$ cat src/rtl/db_hs_pkg.sv
package db_hs_pkg;

  typedef enum logic [1:0] {
    HS_IDLE  = 2'd0,
    HS_FILL  = 2'd1,
    HS_DRAIN = 2'd2
  } hs_state_e;

  // function byte values decoded from a doorbell command write
  localparam logic [7:0] FN_UNIT_RESET = 8'h40;
  localparam logic [7:0] FN_IO_RESET   = 8'h41;
  localparam logic [7:0] FN_HANDSHAKE  = 8'h42;

  // doorbell word layout
  localparam int FN_MSB     = 31;
  localparam int FN_LSB     = 24;
  localparam int CNT_MSB    = 23;
  localparam int CNT_LSB    = 16;
  localparam int ACTIVE_BIT = 27;

endpackage

$ cat src/rtl/db_msg_store.sv
module db_msg_store #(
  parameter  int DEPTH = 64,
  localparam int AW    = $clog2(DEPTH),
  localparam int LW    = AW + 1
) (
  input  logic          clk,
  input  logic          rst_n,
  input  logic          start,
  input  logic [7:0]    cnt_in,
  input  logic          wr_en,
  input  logic [31:0]   wr_data,
  input  logic [AW-1:0] rd_addr,
  output logic [LW-1:0] len,
  output logic          done,
  output logic [31:0]   rd_data
);

  logic [31:0]   mem [DEPTH];
  logic [LW-1:0] idx;
  logic [LW-1:0] clamp_len;
  logic          accept;

  // limit the announced dword count to the buffer depth
  always_comb begin
    if (int'(cnt_in) > DEPTH) clamp_len = LW'(DEPTH);
    else                      clamp_len = LW'(cnt_in);
  end

  assign accept = wr_en && (idx < len) && !start;

  always_ff @(posedge clk or negedge rst_n) begin
    if (!rst_n) begin
      idx  <= '0;
      len  <= '0;
      done <= 1'b0;
    end else begin
      done <= 1'b0;
      if (start) begin
        idx <= '0;
        len <= clamp_len;
      end else if (accept) begin
        idx <= idx + LW'(1);
        if (idx + LW'(1) == len) done <= 1'b1;
      end
    end
  end

  always_ff @(posedge clk) begin
    if (accept) mem[idx[AW-1:0]] <= wr_data;
  end

  assign rd_data = mem[rd_addr];

endmodule

$ cat src/rtl/db_reply_store.sv
module db_reply_store #(
  parameter  int HALVES = 128,
  localparam int WORDS  = HALVES / 2,
  localparam int WAW    = $clog2(WORDS),
  localparam int HW     = $clog2(HALVES) + 1
) (
  input  logic          clk,
  input  logic          rst_n,
  input  logic          clear,
  input  logic          push,
  input  logic [31:0]   push_data,
  input  logic          step,
  output logic [HW-1:0] size,
  output logic [HW-1:0] idx,
  output logic [15:0]   half
);

  logic [31:0]  mem [WORDS];
  logic [WAW:0] wcnt;
  logic         room;
  logic [31:0]  cur_word;

  assign room = (int'(wcnt) < WORDS);

  always_ff @(posedge clk or negedge rst_n) begin
    if (!rst_n) begin
      wcnt <= '0;
      idx  <= '0;
    end else if (clear) begin
      wcnt <= '0;
      idx  <= '0;
    end else begin
      if (push && room) wcnt <= wcnt + 1'b1;
      if (step)         idx  <= idx + HW'(1);
    end
  end

  always_ff @(posedge clk) begin
    if (push && room && !clear) mem[wcnt[WAW-1:0]] <= push_data;
  end

  // two halves per stored dword
  assign size     = HW'({wcnt, 1'b0});
  assign cur_word = mem[idx[HW-2:1]];
  assign half     = idx[0] ? cur_word[31:16] : cur_word[15:0];

endmodule

$ cat src/rtl/db_hs_ctrl.sv
module db_hs_ctrl
  import db_hs_pkg::*;
(
  input  logic      clk,
  input  logic      rst_n,
  input  logic      db_wr_valid,
  input  logic [7:0] func,
  input  logic      db_rd_en,
  input  logic      rpl_fire,
  input  logic      rpl_last,
  input  logic      isr_wr,
  input  logic      q_reply_post,
  input  logic      more,
  output hs_state_e state,
  output logic      irq,
  output logic      hs_start,
  output logic      msg_wr_en,
  output logic      rd_step,
  output logic      unit_reset
);

  hs_state_e state_nx;
  logic      cmd_phase;
  logic      do_reset;
  logic      rpl_done;
  logic      q_abort;
  logic      irq_set;
  logic      irq_clr;

  always_comb begin
    cmd_phase = db_wr_valid && (state != HS_FILL);
    hs_start  = cmd_phase && (func == FN_HANDSHAKE);
    // FN_IO_RESET and all other codes fall through with no action
    do_reset  = cmd_phase && (func == FN_UNIT_RESET);
    msg_wr_en = db_wr_valid && (state == HS_FILL);
    rd_step   = db_rd_en && (state == HS_DRAIN) && more;
    rpl_done  = rpl_fire && rpl_last && (state == HS_FILL);
    q_abort   = q_reply_post && (state == HS_FILL);
    irq_set   = hs_start || rpl_done || q_abort;
    irq_clr   = do_reset || (isr_wr && (state != HS_DRAIN));
  end

  always_comb begin
    state_nx = state;
    unique case (state)
      HS_IDLE: begin
        if (hs_start) state_nx = HS_FILL;
      end
      HS_FILL: begin
        if (q_abort)       state_nx = HS_IDLE;
        else if (rpl_done) state_nx = HS_DRAIN;
      end
      HS_DRAIN: begin
        if (hs_start)              state_nx = HS_FILL;
        else if (do_reset)         state_nx = HS_IDLE;
        else if (isr_wr && !more)  state_nx = HS_IDLE;
      end
      default: state_nx = HS_IDLE;
    endcase
  end

  always_ff @(posedge clk or negedge rst_n) begin
    if (!rst_n) begin
      state      <= HS_IDLE;
      irq        <= 1'b0;
      unit_reset <= 1'b0;
    end else begin
      state      <= state_nx;
      unit_reset <= do_reset;
      if (irq_set)      irq <= 1'b1;
      else if (irq_clr) irq <= 1'b0;
    end
  end

endmodule

$ cat src/rtl/doorbell_hs_engine.sv
module doorbell_hs_engine
  import db_hs_pkg::*;
#(
  parameter  int MSG_DWORDS = 64,
  parameter  int RPL_HALVES = 128,
  localparam int MAW        = $clog2(MSG_DWORDS),
  localparam int MLW        = MAW + 1,
  localparam int HW         = $clog2(RPL_HALVES) + 1
) (
  input  logic           clk,
  input  logic           rst_n,
  input  logic           db_wr_valid,
  input  logic [31:0]    db_wr_data,
  input  logic           db_rd_en,
  output logic [31:0]    db_rd_data,
  input  logic           isr_wr,
  input  logic [31:0]    ioc_state,
  output logic           msg_done,
  output logic [MLW-1:0] msg_len,
  input  logic [MAW-1:0] msg_rd_addr,
  output logic [31:0]    msg_rd_data,
  input  logic           rpl_valid,
  output logic           rpl_ready,
  input  logic [31:0]    rpl_data,
  input  logic           rpl_last,
  input  logic           q_reply_post,
  output logic           db_irq,
  output logic           unit_reset
);

  hs_state_e      st;
  logic           hs_start;
  logic           msg_wr_en;
  logic           rd_step;
  logic           rpl_fire;
  logic           more;
  logic [HW-1:0]  rd_size;
  logic [HW-1:0]  rd_idx;
  logic [15:0]    rd_half;
  logic [31:0]    active_mask;

  assign rpl_ready   = (st == HS_FILL);
  assign rpl_fire    = rpl_valid && rpl_ready;
  assign more        = (rd_idx < rd_size);
  assign active_mask = 32'(1) << ACTIVE_BIT;

  db_hs_ctrl u_ctrl (
    .clk          (clk),
    .rst_n        (rst_n),
    .db_wr_valid  (db_wr_valid),
    .func         (db_wr_data[FN_MSB:FN_LSB]),
    .db_rd_en     (db_rd_en),
    .rpl_fire     (rpl_fire),
    .rpl_last     (rpl_last),
    .isr_wr       (isr_wr),
    .q_reply_post (q_reply_post),
    .more         (more),
    .state        (st),
    .irq          (db_irq),
    .hs_start     (hs_start),
    .msg_wr_en    (msg_wr_en),
    .rd_step      (rd_step),
    .unit_reset   (unit_reset)
  );

  db_msg_store #(.DEPTH(MSG_DWORDS)) u_msg (
    .clk     (clk),
    .rst_n   (rst_n),
    .start   (hs_start),
    .cnt_in  (db_wr_data[CNT_MSB:CNT_LSB]),
    .wr_en   (msg_wr_en),
    .wr_data (db_wr_data),
    .rd_addr (msg_rd_addr),
    .len     (msg_len),
    .done    (msg_done),
    .rd_data (msg_rd_data)
  );

  db_reply_store #(.HALVES(RPL_HALVES)) u_rpl (
    .clk       (clk),
    .rst_n     (rst_n),
    .clear     (hs_start),
    .push      (rpl_fire),
    .push_data (rpl_data),
    .step      (rd_step),
    .size      (rd_size),
    .idx       (rd_idx),
    .half      (rd_half)
  );

  // host-visible doorbell value for the current phase
  always_comb begin
    unique case (st)
      HS_FILL:  db_rd_data = ioc_state | active_mask;
      HS_DRAIN: db_rd_data = {ioc_state[31:16], 16'h0000} | active_mask
                             | {16'h0000, (more ? rd_half : 16'h0000)};
      default:  db_rd_data = ioc_state;
    endcase
  end

endmodule

$ cat config.mk
export PLATFORM = sky130hd
export DESIGN_NAME = doorbell_hs_engine
export DESIGN_NICKNAME = d
export VERILOG_FILES = /design/src/rtl/db_hs_pkg.sv /design/src/rtl/db_msg_store.sv /design/src/rtl/db_reply_store.sv /design/src/rtl/db_hs_ctrl.sv /design/src/rtl/doorbell_hs_engine.sv
export SDC_FILE = /design/constraint.sdc
export NUM_CORES = 2
export LEC_CHECK = 0
export BUFFER_PORTS_ARGS = -buffer_cell sky130_fd_sc_hd__buf_2
export CAP_MARGIN = 10
export CORE_UTILIZATION = 45
export DETAILED_ROUTE_END_ITERATION = 16
export PLACE_DENSITY = 0.57
export SYNTH_ARGS = -nofsm -noshare
export SYNTH_HDL_FRONTEND = slang
export SYNTH_SLANG_ARGS = --single-unit
$ cat constraint.sdc
create_clock -name clk -period 5 [get_ports clk]
set_input_delay 0.75 -clock clk [delete_from_list [all_inputs] [get_ports clk]]
set_output_delay 0.75 -clock clk [all_outputs]
set_load 0.05 [all_outputs]
# After elaboration in Yosys (flattened, before gate mapping)
# Memories as Yosys holds them, arrays and structs flattened.
# Cells that the tools add are included.
[word_totals]
register_bits = 34
ramBits = 4096
input_bits = 110
output_inout_bits = 75
wordCells = 81
n_memories = 2
[memory_table]
columns = ["name", "words", "width", "read_ports", "rd_ports_with_merged_regs", "write_ports", "line_no", "rtl"]
rows = [
  ["u_msg.mem", 64, 32, 1, 0, 1, "db_msg_store.sv:18", "logic [31:0] mem [DEPTH];"],
  ["u_rpl.mem", 64, 32, 1, 0, 1, "db_reply_store.sv:18", "logic [31:0] mem [WORDS];"],
]
[classes]
add_sub_neg = 3
order_cmp = 4
n_eq_ne = 10
mux = 26
bitwise_logic = 1
n_reduce_logical = 27
[op_table]
columns = ["cell", "n"]
rows = [
  ["$pmux W32 S2", 1],
  ["$mux W7", 5],
  ["$mux W16", 2],
  ["$or A32 B16 Y32", 1],
  ["$eq A8 B7 Y1 const B", 2],
  ["$logic_and A1 B1 Y1", 16],
  ["$mux W8", 2],
  ["$add A7 B1 Y7 const B", 2],
  ["$mux W2", 6],
  ["$mux W1", 9],
  ["$add A8 B1 Y8 const B", 1],
  ["$gt A8 B7 Y1 const B", 1],
  ["$lt A8 B8 Y1", 1],
  ["$reduce_bool A2 Y1", 4],
  ["$eq A7 B7 Y1", 1],
  ["$lt A7 B7 Y1", 1],
  ["$lt A7 B7 Y1 const B", 1],
  ["$pmux W2 S3", 1],
  ["$ne A2 B1 Y1 const B", 2],
  ["$ne A4 B2 Y1 const B", 1],
  ["$logic_or A1 B1 Y1", 3],
  ["$ne A3 B1 Y1 const B", 1],
  ["$reduce_and A3 Y1", 1],
  ["$eq A2 B1 Y1 const B", 1],
  ["other kinds (4)", 5],
]

# Logic depth before layout (Yosys ltp)
[depth]
word_depth = 7
mapped_depth = 12
mapped_depth_nobuf = 10

# Cells and area by module
# A second synthesis with hierarchy kept.
[unflattened]
hier_cells = 7243
area_unflattened_um2 = 158967.5
[by_module_without_submodules]
columns = ["mod", "n_inst", "cells_each", "area_per_inst_um2", "seq_area_each_um2"]
rows = [
  ["db_reply_store", 1, 3645, 79292.3, 61874.3],
  ["db_msg_store", 1, 3503, 78843.1, 61874.3],
  ["doorbell_hs_engine", 1, 68, 560.5, 0.0],
  ["db_hs_ctrl", 1, 27, 271.5, 100.1],
]

# Worst setup path before layout
# No wires, ideal clock.
[synth_path]
kind = "register to register"
from = "reg u_msg.len[1]"
to = "mem u_msg.mem[0][0], enable pin"
setup_ps = 421
arrival_time_ps = 3688
required_time_ps = 4579
slack_ps = 891
path_stages_with_launch = 11
path_buffers = 1
synth_period_minus_slack_ps = 4109
path_cell_list = "dfrtp_1 inv_1 ha_1 nor2b_1 o21a_1 o21a_1 o21ai_0 a21oi_1 or4_1 clkbuf_1 nor2_1"
[synth_via]
elab_chain_len = 5
[synth_lines]
columns = ["element", "line_no", "rtl"]
rows = [
  ["start: declaration", "db_msg_store.sv:13", "output logic [LW-1:0] len,"],
  ["start signal: assignment", "db_msg_store.sv:40", "len <= clamp_len;"],
  ["$lt A7 B7 Y1", "db_msg_store.sv:29", "assign accept = wr_en && (idx < len) && !start;"],
  ["$logic_and A1 B1 Y1 (2 in a row)", "db_msg_store.sv:29", ""],
  ["$mux W1", "db_msg_store.sv:49", "if (accept) mem[idx[AW-1:0]] <= wr_data;"],
  ["$mux W1 (implied by the code)", "db_msg_store.sv:49", ""],
  ["end: declaration", "db_msg_store.sv:18", ""],
]
# Every way passes these cells.

# Final worst setup path
[layout_path]
from = "reg u_rpl.idx[5]"
to = "out db_rd_data[14]"
[layout_via]
elab_chain_len = 5
word_cells_on_any_way = 6
classes_between = "order compare (1); mux (3); bitwise (1); memory (1)"
[layout_lines]
columns = ["element", "line_no", "rtl"]
rows = [
  ["start: declaration", "db_reply_store.sv:14", "output logic [HW-1:0] idx,"],
  ["start signal: assignment", "db_reply_store.sv:34", "if (step) idx <= idx + HW'(1);"],
  ["$mem_v2 Z64 W32", "--", ""],
  ["$mux W16", "db_reply_store.sv:45", "assign half = idx[0] ? cur_word[31:16] : cur_word[15:0];"],
  ["$mux W16 *", "doorbell_hs_engine.sv:96", "| {16'h0000, (more ? rd_half : 16'h0000)};"],
  ["$or A32 B16 Y32 *", "doorbell_hs_engine.sv:96", ""],
  ["$pmux W32 S2 *", "doorbell_hs_engine.sv:93", "unique case (st)"],
  ["end: declaration", "doorbell_hs_engine.sv:15", "output logic [31:0] db_rd_data,"],
]
# Every way passes the cells marked *; elsewhere a longest branch is shown, timed or not.

==> reports/qor.csv <==
stage,metric,value,unit
placed_design,IO Port Bufs,154,
worst_setup_path,"Req. time, crit path",4.25,ns
synthesis,Yosys reg bits,4130,
route,DR vias/cell,6.10,
worst_setup_path,WP buf/inv,5,
clock_network,clock sinks,4130,
clock_network,Clock Pin Slew Worst Setup and Hold Paths,0.06,ns
synthesis,Async SR Flop Fraction,0.823,%
final_layout,"commonest non-fill, non-tap cell in the layout",edfxtp_1,
placed_design,GP Congestion,0.800,
pwr,overall power,83.2,mW
route,Remaining DRCs,0,
clock_network,Worst-Skew Late Latency,0.96,ns
final_layout,Final Net Count,7487,
sta,Final Max Slew Viols,0,
final_layout,FILL cells,26691,
status,status,"finished, final reports clean",
worst_setup_path,Worst setup EP type,primary output,
sta,Clock Skews,0.0314,ns
sta,Tcrit/Tclk final,97.9,%
clock_network,CTS max path bufs,4,
grt,overall global routing resource usage,24.4,%
placed_design,Post-DP Area,170000,um2
pwr,Power Density,452,nW/um2
synthesis,Avg Inst Size Synth,23.9,um2
worst_setup_path,Reg2Reg Setup Slack,1.26,ns
final_layout,Layout area overhead,16.3,%
floorplan,CORE AREA,350000,um2
worst_setup_path,crit path launch type,register,
grt,first-pass GRT wire length,607000,um
floorplan,initial cell density of the core,45.3,%
clock_network,H-tree Lvls,5,
route,Initial DRC Count,8300,
synthesis,Syn Inst Count,6646,
route,vias,75258,
floorplan,Die Y,596,um
sta,final setup fails,0,
sta,Worst Max-Slew Pin Slew,1.27,ns
worst_setup_path,Setup Crit Path Kind,reg -> out,
synthesis,"Distinct cells, synth",61,
sta,fmax,204,MHz
route,Avg WL per Cell,35.2,um
final_layout,Non-Filler Instances,12329,
synthesis,syn nets,6776,
synthesis,Synth Cell Area,159000,um2
grt,initial antenna violation count,38,
clock_network,CTS root buf,clkbuf_16,
worst_setup_path,most frequent CP cell,buf_4,
route,Routed Antenna Nets,0,
sta,Period minus WS final,4.89,ns
worst_setup_path,crit path max fanout,27,
final_layout,layout cells sized above 1,34.2,%
sta,final hold vios,0,
sta,setup ws final,0.105,ns
placed_design,post-DP HPWL,249000,um
placed_design,placed instance count,11509,
pwr,P_leak,57.3,nW
synthesis,"EDFF count, synth",4096,
synthesis,"Seq/Total Area, Yosys",78.1,%
route,drt pass-1 iters,5,
grt,number of global-route vias before repair,77308,
hold_path,HP Class,in -> reg,
placed_design,Setup WS pre-CTS,0.423,ns
synthesis,Main synth FF type,edfxtp_1,
worst_setup_path,CP max stage delay,0.66,ns
worst_setup_path,crit-path cells,buf_4 > or3_1 > buf_4 > o22a_1 > nand4_1 > a31oi_1 > buf_4 > a221oi_1 > buf_4 > buf_12,
final_layout,Final Instance Area,184000,um2
synthesis,Ys Warns,0,
job,MaxCap Viol Count,0,
worst_setup_path,critical path arrival,4.14,ns
worst_setup_path,Critical-path top delay cell,or3_1,
pwr,VDD IR max,0.403,mV
floorplan,FP Rows,217,
clock_network,CTS tree,yes,
floorplan,I/O pin total,185,
floorplan,die footprint,355000,um2
sta,relative slew slack,15.3,%
clock_network,CTS Buf Count,420,
floorplan,die width,596,um
grt,total gr overflow,0,
sta,RSZ-0062 raised after global routing,true,
route,WL final,434000,um
grt,largest net degree at the start of global routing,67,
final_layout,"commonest cells after routing, fill and taps aside","4096 x edfxtp_1, 1165 x mux4_2, 429 x clkbuf_16",
sta,Min Hold Slack,0.0646,ns
worst_setup_path,CP top delay family,buffers and inverters,
kinds of logic (layout without fill, tap and decap cells):
kind of cell / count (synthesis) / in the layout / synth area share, %
AOI/OAI and AO/OA: 298 / 298 / 1.29
xor gates and xnor gates: 20 / 20 / 0.111
muxes: 1370 / 1370 / 17.9
buffers and inverters: 387 / 1447 / 1.23
and+or+nand+nor: 421 / 421 / 1.21
other: 0 / 24 / 0
DFF: 4130 / 4130 / 78.1
adders and majority gates: 20 / 20 / 0.158
power breakdown:
part | switching [mW] | internal (mW)
logic | 7.24 | 6.24
registers | 0.133 | 38.2
clock network | 13.1 | 18.4
total | 20.4 | 62.8
path summary, 6_finish.rpt:
path / end / cells after the start / startpoint
max: db_rd_data[14] / 10 / u_rpl.idx[5]
min: u_msg.mem[22][17] / 1 / db_wr_data[17]
max reg2reg: u_msg.mem[50][9] / 10 / u_msg.idx[1]
min reg2reg: u_msg.idx[6] / 1 / u_msg.idx[6]
max in group asynchronous: u_rpl.idx[2] / 3 / rst_n
min in group asynchronous: u_rpl.wcnt[3] / 3 / rst_n
Yosys cell counts, types with 7 or more instances:
cell type  instances  area share, %
nand2_1           84           0.20
o21ai_0           61           0.19
buf_6             19           0.13
a21oi_1           39           0.12
a31oi_1            9          0.036
xnor2_1           13          0.072
dfrtp_1           34           0.54
mux2i_1          164            1.0
o22ai_1           33           0.13
mux4_2          1165             17
nor3_1            13          0.041
buf_2            114           0.36
o221ai_1          26           0.14
mux2_2            41           0.29
or3_1              9          0.036
nor4_1             9          0.036
xor2_1             7          0.039
a22oi_1           30           0.14
a22o_1            13          0.072
a221oi_1          16          0.088
edfxtp_1        4096             78
ha_1              20           0.16
clkbuf_1         149           0.35
or2_2              7          0.028
nand2b_1          15          0.059
inv_1             20          0.047
nand3_1           43           0.14
nor2b_1           11          0.043
buf_1             31          0.073
o21ai_1           17          0.054
a221o_1           16           0.10
buf_4             52           0.25
nor2_1           194           0.46
metrics by stage:
step / setup TNS, ns / util (%)
2_1_floorplan: 0 / -
3_3_place_gp: 0 / 48.5
3_5_place_dp: 0 / 48.5
4_1_cts: -0.00402 / 52.6
5_1_grt: -0.0155 / 52.7
6_report: 0 / 52.7
flip-flops by register name, indices dropped and copies added (netlist names), 2 cells and up:
signal        flops
u_msg.idx         7
u_msg.mem      2048
u_msg.len         7
u_rpl.wcnt        7
u_rpl.mem      2048
u_ctrl.state      2
u_rpl.idx         8
metal layers:
| layer | track usage (%) | up-vias | wire [um] |
|---|---|---|---|
| li1 | - | 30139 | - |
| met1 | 31.9 | 41622 | 168000 |
| met2 | 42.6 | 2821 | 225000 |
| met3 | 3.52 | 658 | 26700 |
| met4 | 7.49 | 18 | 14100 |
| met5 | 0 | - | 97 |
final cells by class:
type | count | area, um2 | share of cell area (%)
multi-input combinational | 2129 | 33900 | 18.4
antenna | 24 | 60.1 | 0.0326
inverter | 21 | 78.8 | 0.0428
timing repair buffer | 655 | 6910 | 3.75
clock buffer | 505 | 11000 | 5.98
sequential | 4130 | 124000 | 67.2
tap | 4599 | 5750 | 3.12
clock inverter | 266 | 2710 | 1.47
what timing repair did:
action	4_1_cts	5_1_grt
setup buffers	22	0
resized for setup	52	30
cloned	1	1
hold buffers	1	0
endpoints found under the hold margin	34	0
pin swaps	2	0
setup endpoints to repair	16	16
No activity file was read; power rests on OpenSTA's default activity.
